<file path="config.mk">
export PLATFORM = sky130hd
export DESIGN_NAME = isa_switch_unit
export DESIGN_NICKNAME = d
export VERILOG_FILES = /design/src/rtl/isa_switch_unit.sv
export SDC_FILE = /design/constraint.sdc
export NUM_CORES = 1
export LEC_CHECK = 0
export ABC_AREA = 0
export BUFFER_PORTS_ARGS = -buffer_cell sky130_fd_sc_hd__buf_2
export CAP_MARGIN = 40
export CORE_AREA = 2 2 115 117
export CTS_BUF_LIST = sky130_fd_sc_hd__clkbuf_8 sky130_fd_sc_hd__clkbuf_16
export DETAILED_ROUTE_END_ITERATION = 10
export DIE_AREA = 0 0 117 119
export PLACE_DENSITY = 0.75
export SLEW_MARGIN = 20
export SYNTH_ARGS = -nofsm -noshare
export SYNTH_HDL_FRONTEND = slang
export SYNTH_SLANG_ARGS = --single-unit
</file>
<file path="constraint.sdc">
create_clock -name clk -period 2.6 [get_ports clk]
set_input_delay 0.26 -clock clk [delete_from_list [all_inputs] [get_ports clk]]
set_output_delay 0.26 -clock clk [all_outputs]
set_load 0.05 [all_outputs]
</file>
<file path="src/rtl/isa_switch_unit.sv">
module isa_switch_unit #(
  parameter int AW = 64,
  parameter int VW = 32,
  parameter int ALIGN_BITS = 4
) (
  input  logic          clk,
  input  logic          rst_n,
  input  logic          ins_valid,
  input  logic [7:0]    opc_b0,
  input  logic [7:0]    opc_b1,
  input  logic [2:0]    modrm_reg,
  input  logic [VW-1:0] rm_val,
  input  logic [VW-1:0] disp_val,
  input  logic [VW-1:0] cs_base,
  input  logic [1:0]    cpl,
  input  logic          op32,
  input  logic [VW-1:0] next_ip,
  input  logic          env_present,
  input  logic          isd_bit,
  input  logic          fp_pend,
  input  logic          brdbg_en,
  output logic          sw_strobe,
  output logic [AW-1:0] tgt_addr,
  output logic          gr1_we,
  output logic [AW-1:0] gr1_data,
  output logic          flt_illegal,
  output logic          flt_term,
  output logic          flt_disabled,
  output logic          flt_fp,
  output logic          flag_clr,
  output logic          native_mode,
  output logic          dbg_trap
);
  localparam int HI = AW - VW;
  localparam int LO16 = VW - 16;

  logic          is_ind, is_abs, fire, ok, f_env, f_dis, f_fp;
  logic [VW-1:0] raw, src, sum;
  logic          trap_pend;

  assign is_ind = (opc_b0 == 8'h0F) && (opc_b1 == 8'h00) && (modrm_reg == 3'd6);
  assign is_abs = (opc_b0 == 8'h0F) && (opc_b1 == 8'hB8);
  assign fire   = ins_valid && !native_mode && (is_ind || is_abs);

  assign raw = is_ind ? rm_val : disp_val;
  assign src = op32 ? raw : {{LO16{1'b0}}, raw[15:0]};
  assign sum = src + cs_base;

  assign f_env = !env_present;
  assign f_dis = env_present && isd_bit;
  assign f_fp  = env_present && !isd_bit && fp_pend;
  assign ok    = !f_env && !f_dis && !f_fp;

  always_ff @(posedge clk or negedge rst_n) begin
    if (!rst_n) begin
      sw_strobe    <= 1'b0;
      tgt_addr     <= '0;
      gr1_we       <= 1'b0;
      gr1_data     <= '0;
      flt_illegal  <= 1'b0;
      flt_term     <= 1'b0;
      flt_disabled <= 1'b0;
      flt_fp       <= 1'b0;
      flag_clr     <= 1'b0;
      native_mode  <= 1'b0;
      trap_pend    <= 1'b0;
      dbg_trap     <= 1'b0;
    end else begin
      sw_strobe    <= fire && ok;
      gr1_we       <= fire && ok;
      flag_clr     <= fire && ok;
      flt_illegal  <= fire && f_env && (cpl != 2'd0);
      flt_term     <= fire && f_env && (cpl == 2'd0);
      flt_disabled <= fire && f_dis;
      flt_fp       <= fire && f_fp;
      trap_pend    <= fire && ok && brdbg_en;
      dbg_trap     <= trap_pend;
      if (fire && ok) begin
        native_mode <= 1'b1;
        tgt_addr    <= {{HI{1'b0}}, sum[VW-1:ALIGN_BITS], {ALIGN_BITS{1'b0}}};
        gr1_data    <= {{HI{1'b0}}, next_ip};
      end
    end
  end
endmodule

</file>
==> flow_summary_export.csv, run 1 <==
group,metric,value,unit
logic_synthesis,synthFlopType,"dfrtp_1",
critical_path,cpPeakStageDelay,360,ps
logic_synthesis,synth_commonest_cells,"nand2_1 (225), buf_4 (70), dfrtp_1 (68)",
clocking,cts_tree,"yes",
sta,hold_viol,0,
logic_synthesis,avgSynthCellArea,7.73,um2
detailed_routing,routedWlPerCell,13.3,um
clocking,numCtsBuffers,9,
logic_synthesis,synth_area_leaders,"dfrtp_1 (33%), nand2_1 (16%), buf_4 (10%), ha_1 (7.3%), o21ai_0 (3.5%)",
cells_and_area,synthToLayoutAreaGrowth,55.3,%
sta,fin_ws,-383,ps
sta,relSlewSlack,54.3,%
critical_path,path_cells,"buf_6 > nor4b_4 > nand3_4 > nor2_4 > buf_12 > buf_12 > nand2_2 > nand2_2 > ha_4 > and3_4 > nand4_1 > mux2i_4 > buf_4 > o21a_4 > buf_4 > buf_6 > nand3_2 > nand2_1 > xnor2_1 > o21ai_1",
critical_path,worst_r2r_path_depth,7,
sta,fin_crit_sh,115,%
detailed_routing,antenna_left,0,
floorplanning,die_height,119,um
logic_synthesis,yosysUniqueCellTypes,50,
logic_synthesis,synthMuxAreaShare,0.413,%
critical_path,slowest_stage,"nor4b_4",
detailed_routing,num_vias,5487,
logic_synthesis,synth_top_family_by_area,"simple AND/OR/NAND/NOR gates",
logic_synthesis,syn_area,0.00514,mm2
critical_path,setup.worst_path.end_class,"flip-flop",
run_status,violations,"setup timing",
clocking,cts_buffer_depth,2,
pwr,leakage,4.45,nW
global_routing,grt_max_degree,40,
critical_path,crit_path_max_fanout,8,
placement,dp_hpwl,11700,um
sta,fin_worst_skew,4.88,ps
sta,fmax,0.335,GHz
placement,pre_cts_slack,-776,ps
cells_and_area,layout.nets,1171,
clocking,clkSinkCount,68,
critical_path,start_kind,"input pin",
logic_synthesis,synthSimpleGateAreaFrac,25.7,%
clocking,worst_skew_pair.late_latency,320,ps
logic_synthesis,synth_compound_area_share,16.2,%
sta,setup_viol,27,
critical_path,critPathBufInv,6,
floorplanning,design.die.area,0.0139,mm2
floorplanning,rows,42,
detailed_routing,drt_iter0_markers,291,
cells_and_area,final_util,62.1,%
global_routing,overflow,0,
floorplanning,die_w,117,um
critical_path,worstSetupPathType,"input pin to flip-flop",
detailed_routing,drt_wl_total,15500,um
global_routing,grt_use_total,21.5,%
pwr,ir_drop,0.000314,V
cells_and_area,diodes,0,
global_routing,grt_antenna_before_repair,0,
logic_synthesis,async_reset_ff_share,100,%
logic_synthesis,synth_most_common_cell,"nand2_1",
logic_synthesis,ys_seq_area_share,33.1,%
hold_path,hold_start,"next_ip[15]",
floorplanning,fp.coreArea,0.0129,mm2
hold_path,whs_path_depth,3,
detailed_routing,drc,0,
clocking,cts_root_buf,"clkbuf_16",
critical_path,timing.rr.start,"native_mode",
detailed_routing,routed_via_density,4.71,
cells_and_area,drive_gt1_share,45.8,%
clocking,htreeDepth,3,
floorplanning,io_pins,294,
run_status,outcome,"complete, but fails checks",
sta,tightest_slew,685,ps
logic_synthesis,synth_largest_type_area_fraction,33.1,%
sta,drv_slew,0,
logic_synthesis,synth_warnings,0,
sta,fin_tns_setup,-7670,ps
critical_path,crit_family,"simple AND/OR/NAND/NOR gates",
global_routing,grt_pass1_wl,23700,um
pwr,power_density,439,mW/mm2
clocking,clk_pin_slew_worst_paths,60,ps
critical_path,r2r-end,"tgt_addr[29]",
logic_synthesis,synth-seq-cells,68,
critical_path,worstPathRequired,2800,ps
placement,io_buffers,225,
logic_synthesis,synth_largest_area_cell,"dfrtp_1",
global_routing,grt_pass1_vias,5045,
flow_run,drv_cap,0,
placement,gp_congestion,0.866,
logic_synthesis,synthCells,666,
hold_path,hold_path_end,"gr1_data[15]",
hold_path,hold_class,"input pin to flip-flop",
critical_path,worstPathArrival,3180,ps
detailed_routing,first_pass_iters,4,
pwr,power.total,3.50,mW
sta,rsz0062_at_grt,"true",
sta,fin_crit,2980,ps
critical_path,r2r_slack,740,ps
floorplanning,start_util,40.0,%
logic_synthesis,synthAdderAreaFrac,7.30,%
logic_synthesis,synthXorXnorAreaFrac,4.26,%
logic_synthesis,synth_edf_count,0,
==> state kept, by name, summed over array words and instances (netlist names) <==
signal        flops
gr1_data         32
tgt_addr         28
dbg_trap          1
flt_disabled      1
flt_fp            1
flt_illegal       1
flt_term          1
gr1_we            1
native_mode       1
trap_pend         1
==> placed cells by master (no fill, tap or decap), types with 3 or more instances in the layout <==
master     synthesis  routed
and3_1             5       3
clkbuf_16          0       9
nand3_2            2       4
a21boi_0          15       8
buf_12             0       3
buf_4             70      97
buf_6              0      14
o21ai_0           36      13
nand2_1          225     208
nand2_2            0      11
nand4_1           10      10
xor2_1             9       9
nand2_4            0       6
nor3_2             1       5
nor2_2             0       3
o21ai_1            4      23
ha_4               0      10
ha_1              30      19
a31oi_1            4       4
nor3b_1            4       3
xnor2_2            0       5
or3_1              4       3
xnor2_1           16      11
buf_2              0     222
a21o_1            20      19
nand3_1           12       8
or2_4              0       3
inv_1              8       8
a21oi_1           33      13
nor2_1            19      15
nor4b_4            2       3
a21oi_4            0       4
a21boi_1           1       6
dfrtp_1           68      68
conb_1             1      68
o21ai_2            0       4
a21oi_2            1      17
==> how the worst max path moves through the flow <==
stage              endpoint  slack, ps      start  cells after the start
2_1_floorplan  tgt_addr[29]       -590  opc_b1[6]                     18
3_3_place_gp   tgt_addr[29]       -660  opc_b0[4]                     16
3_5_place_dp   tgt_addr[27]       -780  opc_b1[6]                     15
4_1_cts        tgt_addr[31]       -330  opc_b1[0]                     16
5_1_grt        tgt_addr[30]       -490  opc_b1[2]                     17
6_report       tgt_addr[14]       -380  opc_b1[2]                     20
==> per-stage QoR <==
step | std cells | area (um2) | hold slack [ps]
after floorplan | 733 | 5590 | -35.6
after global placement | 1124 | 6960 | 331
after detailed placement | 1124 | 6960 | 336
after CTS | 1155 | 7760 | 118
after global routing | 1165 | 7990 | 127
final | 1165 | 7990 | 135
==> cell families (layout without fill, tap and decap cells) <==
family	Yosys count	count (layout)
muxes	2	2
DFF	68	68
xor gates and xnor gates	25	25
and+or+nand+nor	300	302
other	1	68
buffers and inverters	108	362
AOI/OAI and AO/OA	132	132
adders and majority gates	30	30
==> area by class of cell <==
cell class / count / area, um2
Multi-Input combinational cell: 559 / 3620
Timing Repair Buffer: 338 / 2080
Sequential cell: 68 / 1700
Tap cell: 176 / 220
Inverter: 8 / 30.0
Fill cell: 1118 / 4890
Clock inverter: 5 / 83.8
Clock buffer: 11 / 253
==> per-layer routing <==
metal  vias to the layer above  global-route usage, %  wire (um)
met1                      2498                   26.5       6530
li1                       2738                      -          -
met2                       224                   37.3       7580
met5                         -                      0          0
met3                        27                   4.48        999
met4                         0                   6.47        405
==> power breakdown <==
group / leakage (nW) / switching, mW / internal (mW) / total (mW)
sequential: 0.951 / 0.0000288 / 1.06 / 1.06
clock: 0.158 / 0.430 / 0.892 / 1.32
combinational: 3.34 / 0.640 / 0.482 / 1.12
total: 4.45 / 1.07 / 2.43 / 3.50
==> worst reg2reg max path: stages (launching register included) <==
cell     delay (ps)
dfrtp_1         400
nor3b_1         210
nand3_1         150
or3_2           450
buf_4           270
nor2_1          150
o21ai_0          90
nand3_1          80
==> repair_timing <==
action | in CTS | in global routing
cloned | 3 | 0
buffers inserted | 12 | 11
endpoints found under the setup margin | 27 | 27
gates resized for setup | 83 | 41
hold buffers | 1 | 0
pin swaps | 36 | 27
hold endpoints to repair | 29 | 0
(Power assumes the default switching activity.)
==> run 2, diff against run 1 <==
--- a/config.mk
+++ b/config.mk
@@ -8,11 +8,12 @@
 export ABC_AREA = 0
 export BUFFER_PORTS_ARGS = -buffer_cell sky130_fd_sc_hd__buf_2
 export CAP_MARGIN = 40
-export CORE_AREA = 2 2 115 117
+export CORE_MARGIN = 1
+export CORE_UTILIZATION = 40
 export CTS_BUF_LIST = sky130_fd_sc_hd__clkbuf_8 sky130_fd_sc_hd__clkbuf_16
 export DETAILED_ROUTE_END_ITERATION = 10
-export DIE_AREA = 0 0 117 119
-export PLACE_DENSITY = 0.75
+export PLACE_DENSITY = 0.74
+export SETUP_SLACK_MARGIN = 0.4
 export SLEW_MARGIN = 20
 export SYNTH_ARGS = -nofsm -noshare
 export SYNTH_HDL_FRONTEND = slang
==> run 2 against run 1 <==
Effect of this change: the run still ends with setup timing left; first-iteration DRC count up 2.7%; sequential cell count did not move; clock skew grew 3.1 ps; global-route usage grew 0.49 points; combinational power about the same; sequential share of layout area down 0.11 points; cell count hardly changed; critical path type unchanged; critical endpoint is now tgt_addr[29]; largest power group unchanged.
==> flow_summary_export.csv, run 2 (synthesized netlist as in run 1, its figures left out) <==
group,metric,value,unit
run_status,outcome,"complete, but fails checks",
run_status,violations,"setup timing",
clocking,clk_pin_slew_worst_paths,60,ps
critical_path,crit_path_end,"tgt_addr[29]",
detailed_routing,routedWlPerCell,13.3,um
critical_path,r2r_slack,910,ps
cells_and_area,drive_gt1_share,46.1,%
critical_path,r2r-end,"tgt_addr[29]",
global_routing,grt_antenna_before_repair,0,
sta,setup_viol,27,
floorplanning,start_util,40.9,%
critical_path,start_kind,"input pin",
placement,dp_hpwl,11500,um
hold_path,hold_class,"input pin to flip-flop",
floorplanning,die_w,115,um
placement,io_buffers,225,
detailed_routing,routed_via_density,4.67,
global_routing,grt_pass1_vias,4835,
flow_run,drv_cap,0,
global_routing,overflow,0,
detailed_routing,antenna_left,0,
pwr,leakage,4.48,nW
clocking,worst_skew_pair.late_latency,320,ps
sta,fin_crit_sh,116,%
pwr,power.total,3.51,mW
clocking,clkSinkCount,68,
pwr,ir_drop,0.000239,V
detailed_routing,first_pass_iters,4,
sta,relSlewSlack,59.8,%
critical_path,worst_r2r_path_depth,7,
cells_and_area,mostFrequentLayoutCell,"buf_2",
sta,drv_slew,0,
sta,hold_viol,0,
sta,fin_ws,-420,ps
critical_path,startpoint,"opc_b1[6]",
cells_and_area,design_area,0.00803,mm2
floorplanning,die_height,115,um
detailed_routing,num_vias,5443,
critical_path,setup.worst_path.end_class,"flip-flop",
floorplanning,fp.coreArea,0.0126,mm2
cells_and_area,layout_common_cells,"buf_2 (223), nand2_1 (207), buf_4 (101), conb_1 (68), dfrtp_1 (68)",
sta,fin_worst_skew,8.02,ps
critical_path,crit_path_max_fanout,8,
critical_path,timing.rr.start,"native_mode",
cells_and_area,synthToLayoutAreaGrowth,56.1,%
hold_path,whs_path_depth,3,
clocking,cts_buffer_depth,2,
cells_and_area,top_regs,"gr1_data x32, tgt_addr x28",
critical_path,worstSetupPathType,"input pin to flip-flop",
detailed_routing,drc,0,
cells_and_area,largest_register_ffs,32,
clocking,numCtsBuffers,9,
detailed_routing,drt_iter0_markers,299,
critical_path,worstPathRequired,2850,ps
cells_and_area,layoutNonFillerInstCount,1166,
placement,gp_congestion,0.849,
sta,tightest_slew,603,ps
detailed_routing,drt_wl_total,15500,um
clocking,cts_tree,"yes",
floorplanning,design.die.area,0.0133,mm2
placement,dpl_cell_area,0.00704,mm2
clocking,htreeDepth,3,
sta,hold_ws,133,ps
placement,pre_cts_slack,-792,ps
global_routing,grt_max_degree,77,
cells_and_area,regMostFlops,"gr1_data",
floorplanning,io_pins,294,
global_routing,grt_use_total,22.0,%
clocking,cts_root_buf,"clkbuf_16",
sta,fmax,0.331,GHz
sta,fin_crit,3020,ps
cells_and_area,layout.nets,1176,
global_routing,grt_pass1_wl,23000,um
critical_path,worstPathArrival,3270,ps
sta,rsz0062_at_grt,"true",
floorplanning,rows,41,
pwr,power_density,437,mW/mm2
cells_and_area,diodes,0,
placement,place_inst,1130,
## run 2: cell types whose count changed in the layout (fill, tap and decap cells not counted), sizes merged
| cell | previous run | this run |
|---|---|---|
| buf | 337 | 341 |
| clkbuf | 11 | 12 |
| clkinv | 1 | 4 |
| clkinvlp | 2 | 0 |
| or2 | 3 | 2 |
## run 2: critical path: stages
cell       delay, ps
buf_2            110
nor4b_4          360
nand3_4          170
or2_4            360
nand2_2           80
nand2_2           60
ha_4             270
a31oi_4          200
o21ai_2           90
a2111oi_4        430
nor2_2           100
o2111ai_4        100
a21o_4           200
a31oi_1           80
or3_1            310
nand3_1           70
## run 2: metrics by stage
stage,setup TNS (ps),util (%)
finish,-7580,63.9
global route,-10590,63.9
CTS,-6330,61.4
detailed placement,-16540,56.0
global placement,-13900,56.0
floorplan,-9850,-
## run 2: layout make-up
type | count | area [um2]
multi-input combinational | 558 | 3600
tap | 172 | 215
sequential | 68 | 1700
timing repair buffer | 344 | 2160
inverter | 8 | 30.0
fill | 1084 | 4540
clock inverter | 6 | 87.6
clock buffer | 10 | 239
## run 2: metal layers
metal  track usage (%)  vias to the layer above  wire length (um)
met1              26.8                     2472              6660
met2              39.3                      209              7710
met3              3.56                       16              1010
met4              7.27                        0               151
li1                  -                     2746                 -
met5                 0                        -                 0
## run 2: worst min path at each step
stage	endpoint	slack (ps)	from
after floorplan	dbg_trap	-40	rst_n
after global placement	gr1_data[26]	300	rst_n
after detailed placement	gr1_data[26]	300	rst_n
after CTS	gr1_data[24]	120	next_ip[24]
after global routing	gr1_data[28]	130	next_ip[28]
final	gr1_data[24]	130	next_ip[24]
## run 2: power by group
group / internal [mW] / total, mW / leakage [nW] / switching [mW]
Clock: 0.865 / 1.31 / 0.162 / 0.441
Combinational: 0.500 / 1.14 / 3.37 / 0.644
Sequential: 1.06 / 1.06 / 0.951 / 0.0000332
## run 2: what timing repair did
item / CTS / global route
endpoints found under the hold margin: 24 / 0
setup buffers: 10 / 6
endpoints found under the setup margin: 27 / 28
pin swaps: 19 / 45
gates cloned: 1 / 2
hold buffers: 1 / 0
gates resized for setup: 50 / 55
==> run 3, diff against run 2 <==
--- a/config.mk
+++ b/config.mk
@@ -14,6 +14,7 @@
 export DETAILED_ROUTE_END_ITERATION = 10
 export PLACE_DENSITY = 0.74
 export SETUP_SLACK_MARGIN = 0.4
+export SKIP_LAST_GASP = 1
 export SLEW_MARGIN = 20
 export SYNTH_ARGS = -nofsm -noshare
 export SYNTH_HDL_FRONTEND = slang
==> run 3 against run 2 <==
Effect of this change: the run still ends with setup timing left; register-to-register slack worse by 120 ps; final area is 0.61% lower; cell count hardly changed; sequential power hardly changed; clock skew hardly changed; utilization is 0.39 points lower; maximum frequency is 0.46% higher; global-route usage is 0.25 points lower; first-iteration DRC count is 2.7% lower; critical endpoint is now tgt_addr[28]; largest power group unchanged.
==> flow_summary_export.csv, run 3 (synthesized netlist as in run 1, its figures left out) <==
group,metric,value,unit
critical_path,worstPathArrival,3270,ps
clocking,clkSinkCount,68,
sta,drv_slew,0,
sta,fin_tns_setup,-7240,ps
critical_path,slowest_stage,"a2111oi_4",
flow_run,drv_cap,0,
run_status,violations,"setup timing",
cells_and_area,fillers,1083,
cells_and_area,top_regs,"gr1_data x32, tgt_addr x28",
detailed_routing,routed_via_density,4.67,
placement,dpl_cell_area,0.00704,mm2
sta,setup_viol,27,
floorplanning,die_height,115,um
critical_path,worstSetupPathType,"input pin to flip-flop",
critical_path,r2r_slack,790,ps
critical_path,r2r-end,"tgt_addr[27]",
hold_path,hold_class,"input pin to flip-flop",
clocking,htreeDepth,3,
cells_and_area,design_area,0.00798,mm2
detailed_routing,first_pass_iters,4,
pwr,leakage,4.47,nW
sta,fin_crit_sh,116,%
cells_and_area,layout.nets,1175,
detailed_routing,drt_iter0_markers,291,
cells_and_area,regMostFlops,"gr1_data",
global_routing,grt_use_total,21.7,%
sta,fin_ws,-406,ps
cells_and_area,synthToLayoutAreaGrowth,55.1,%
cells_and_area,layout_common_cells,"buf_2 (222), nand2_1 (215), buf_4 (99), conb_1 (68), dfrtp_1 (68)",
critical_path,crit_top_cell,"buf_4",
sta,fin_worst_skew,7.81,ps
cells_and_area,mostFrequentLayoutCell,"buf_2",
critical_path,crit_path_max_fanout,7,
critical_path,timing.rr.start,"native_mode",
floorplanning,design.die.area,0.0133,mm2
sta,hold_viol,0,
sta,fin_crit,3010,ps
sta,fmax,0.333,GHz
sta,relSlewSlack,59.4,%
clocking,worst_skew_pair.late_latency,330,ps
global_routing,overflow,0,
critical_path,path_cells,"buf_2 > nor4b_4 > nand3_4 > or2_4 > buf_4 > nand2_1 > nand2_2 > ha_4 > buf_4 > a2111oi_4 > nor2_2 > o2111ai_4 > a21o_4 > a21oi_2 > or3_1 > nand3_1",
cells_and_area,diodes,0,
placement,gp_congestion,0.849,
hold_path,hold_path_end,"gr1_data[27]",
sta,rsz0062_at_grt,"true",
critical_path,worst_r2r_path_depth,4,
floorplanning,rows,41,
hold_path,whs_path_depth,3,
floorplanning,fp.coreArea,0.0126,mm2
cells_and_area,largest_register_ffs,32,
hold_path,hold_start,"next_ip[27]",
clocking,numCtsBuffers,9,
placement,dp_hpwl,11500,um
pwr,ir_drop,0.000280,V
pwr,power_density,437,mW/mm2
detailed_routing,routedWlPerCell,13.3,um
clocking,clk_pin_slew_worst_paths,60,ps
detailed_routing,drc,0,
detailed_routing,num_vias,5440,
global_routing,grt_max_degree,77,
critical_path,start_kind,"input pin",
floorplanning,start_util,40.9,%
pwr,power.total,3.49,mW
critical_path,cpPeakStageDelay,410,ps
clocking,cts_tree,"yes",
floorplanning,die_w,115,um
detailed_routing,drt_wl_total,15500,um
cells_and_area,drive_gt1_share,45.1,%
floorplanning,io_pins,294,
global_routing,grt_antenna_before_repair,0,
critical_path,setup.worst_path.end_class,"flip-flop",
global_routing,grt_pass1_vias,4805,
run_status,outcome,"complete, but fails checks",
clocking,cts_buffer_depth,2,
sta,tightest_slew,609,ps
detailed_routing,antenna_left,0,
global_routing,grt_pass1_wl,22800,um
critical_path,worstPathRequired,2860,ps
placement,io_buffers,225,
clocking,cts_root_buf,"clkbuf_16",
run 3: report_power, final:
| part | switching [mW] | leakage (nW) | internal [mW] | total, mW |
|---|---|---|---|---|
| registers | 0.0000326 | 0.951 | 1.06 | 1.06 |
| logic | 0.634 | 3.36 | 0.489 | 1.12 |
| clock network | 0.443 | 0.162 | 0.865 | 1.31 |
| total | 1.08 | 4.47 | 2.41 | 3.49 |
run 3: cell type report:
class / count / area [um2] / area share, %
timing repair buffer: 343 / 2170 / 27.2
tap: 172 / 215 / 2.70
clock inverter: 6 / 87.6 / 1.10
multi-input combinational: 558 / 3540 / 44.3
sequential: 68 / 1700 / 21.3
inverter: 8 / 30.0 / 0.376
clock buffer: 10 / 239 / 2.99
run 3: critical path, delay by kind of cell:
family	cells	cell delay (ps)
compound gates	4	810
fa+ha+maj	1	230
buf+inv	3	410
simple gates	8	1550
run 3: routing by layer:
layer  track usage [%]  share of wire [%]  vias to the layer above
li1                  -                  -                     2747
met1              26.7                 43                     2465
met2              38.8                 49                      210
met3              4.18                6.6                       18
met4              5.71                1.3                        0
met5                 0                  0                        -
run 3: through the flow:
stage	setup WS (ps)	util [%]	hold WS, ps	std cells
floorplan	-586	-	-35.6	733
detailed placement	-792	56.0	296	1130
global placement	-697	56.0	298	1130
finish	-406	63.5	133	1165
global route	-534	63.5	131	1165
CTS	-357	61.1	125	1158
run 3: what timing repair did:
item,CTS,global route
gates cloned,1,2
resized for setup,44,44
pin swaps,19,19
hold buffers,1,0
hold endpoints to repair,24,0
setup endpoints to repair,27,28
buffers inserted,10,5
run 3: how the worst max path moves through the flow:
stage,cells after the start,end,slack (ps),start
detailed placement,16,tgt_addr[27],-790,opc_b0[4]
finish,16,tgt_addr[28],-410,opc_b1[6]
global route,16,tgt_addr[28],-530,opc_b1[6]
CTS,16,tgt_addr[28],-360,opc_b0[4]
floorplan,18,tgt_addr[29],-590,opc_b1[6]
global placement,16,tgt_addr[28],-700,opc_b0[4]
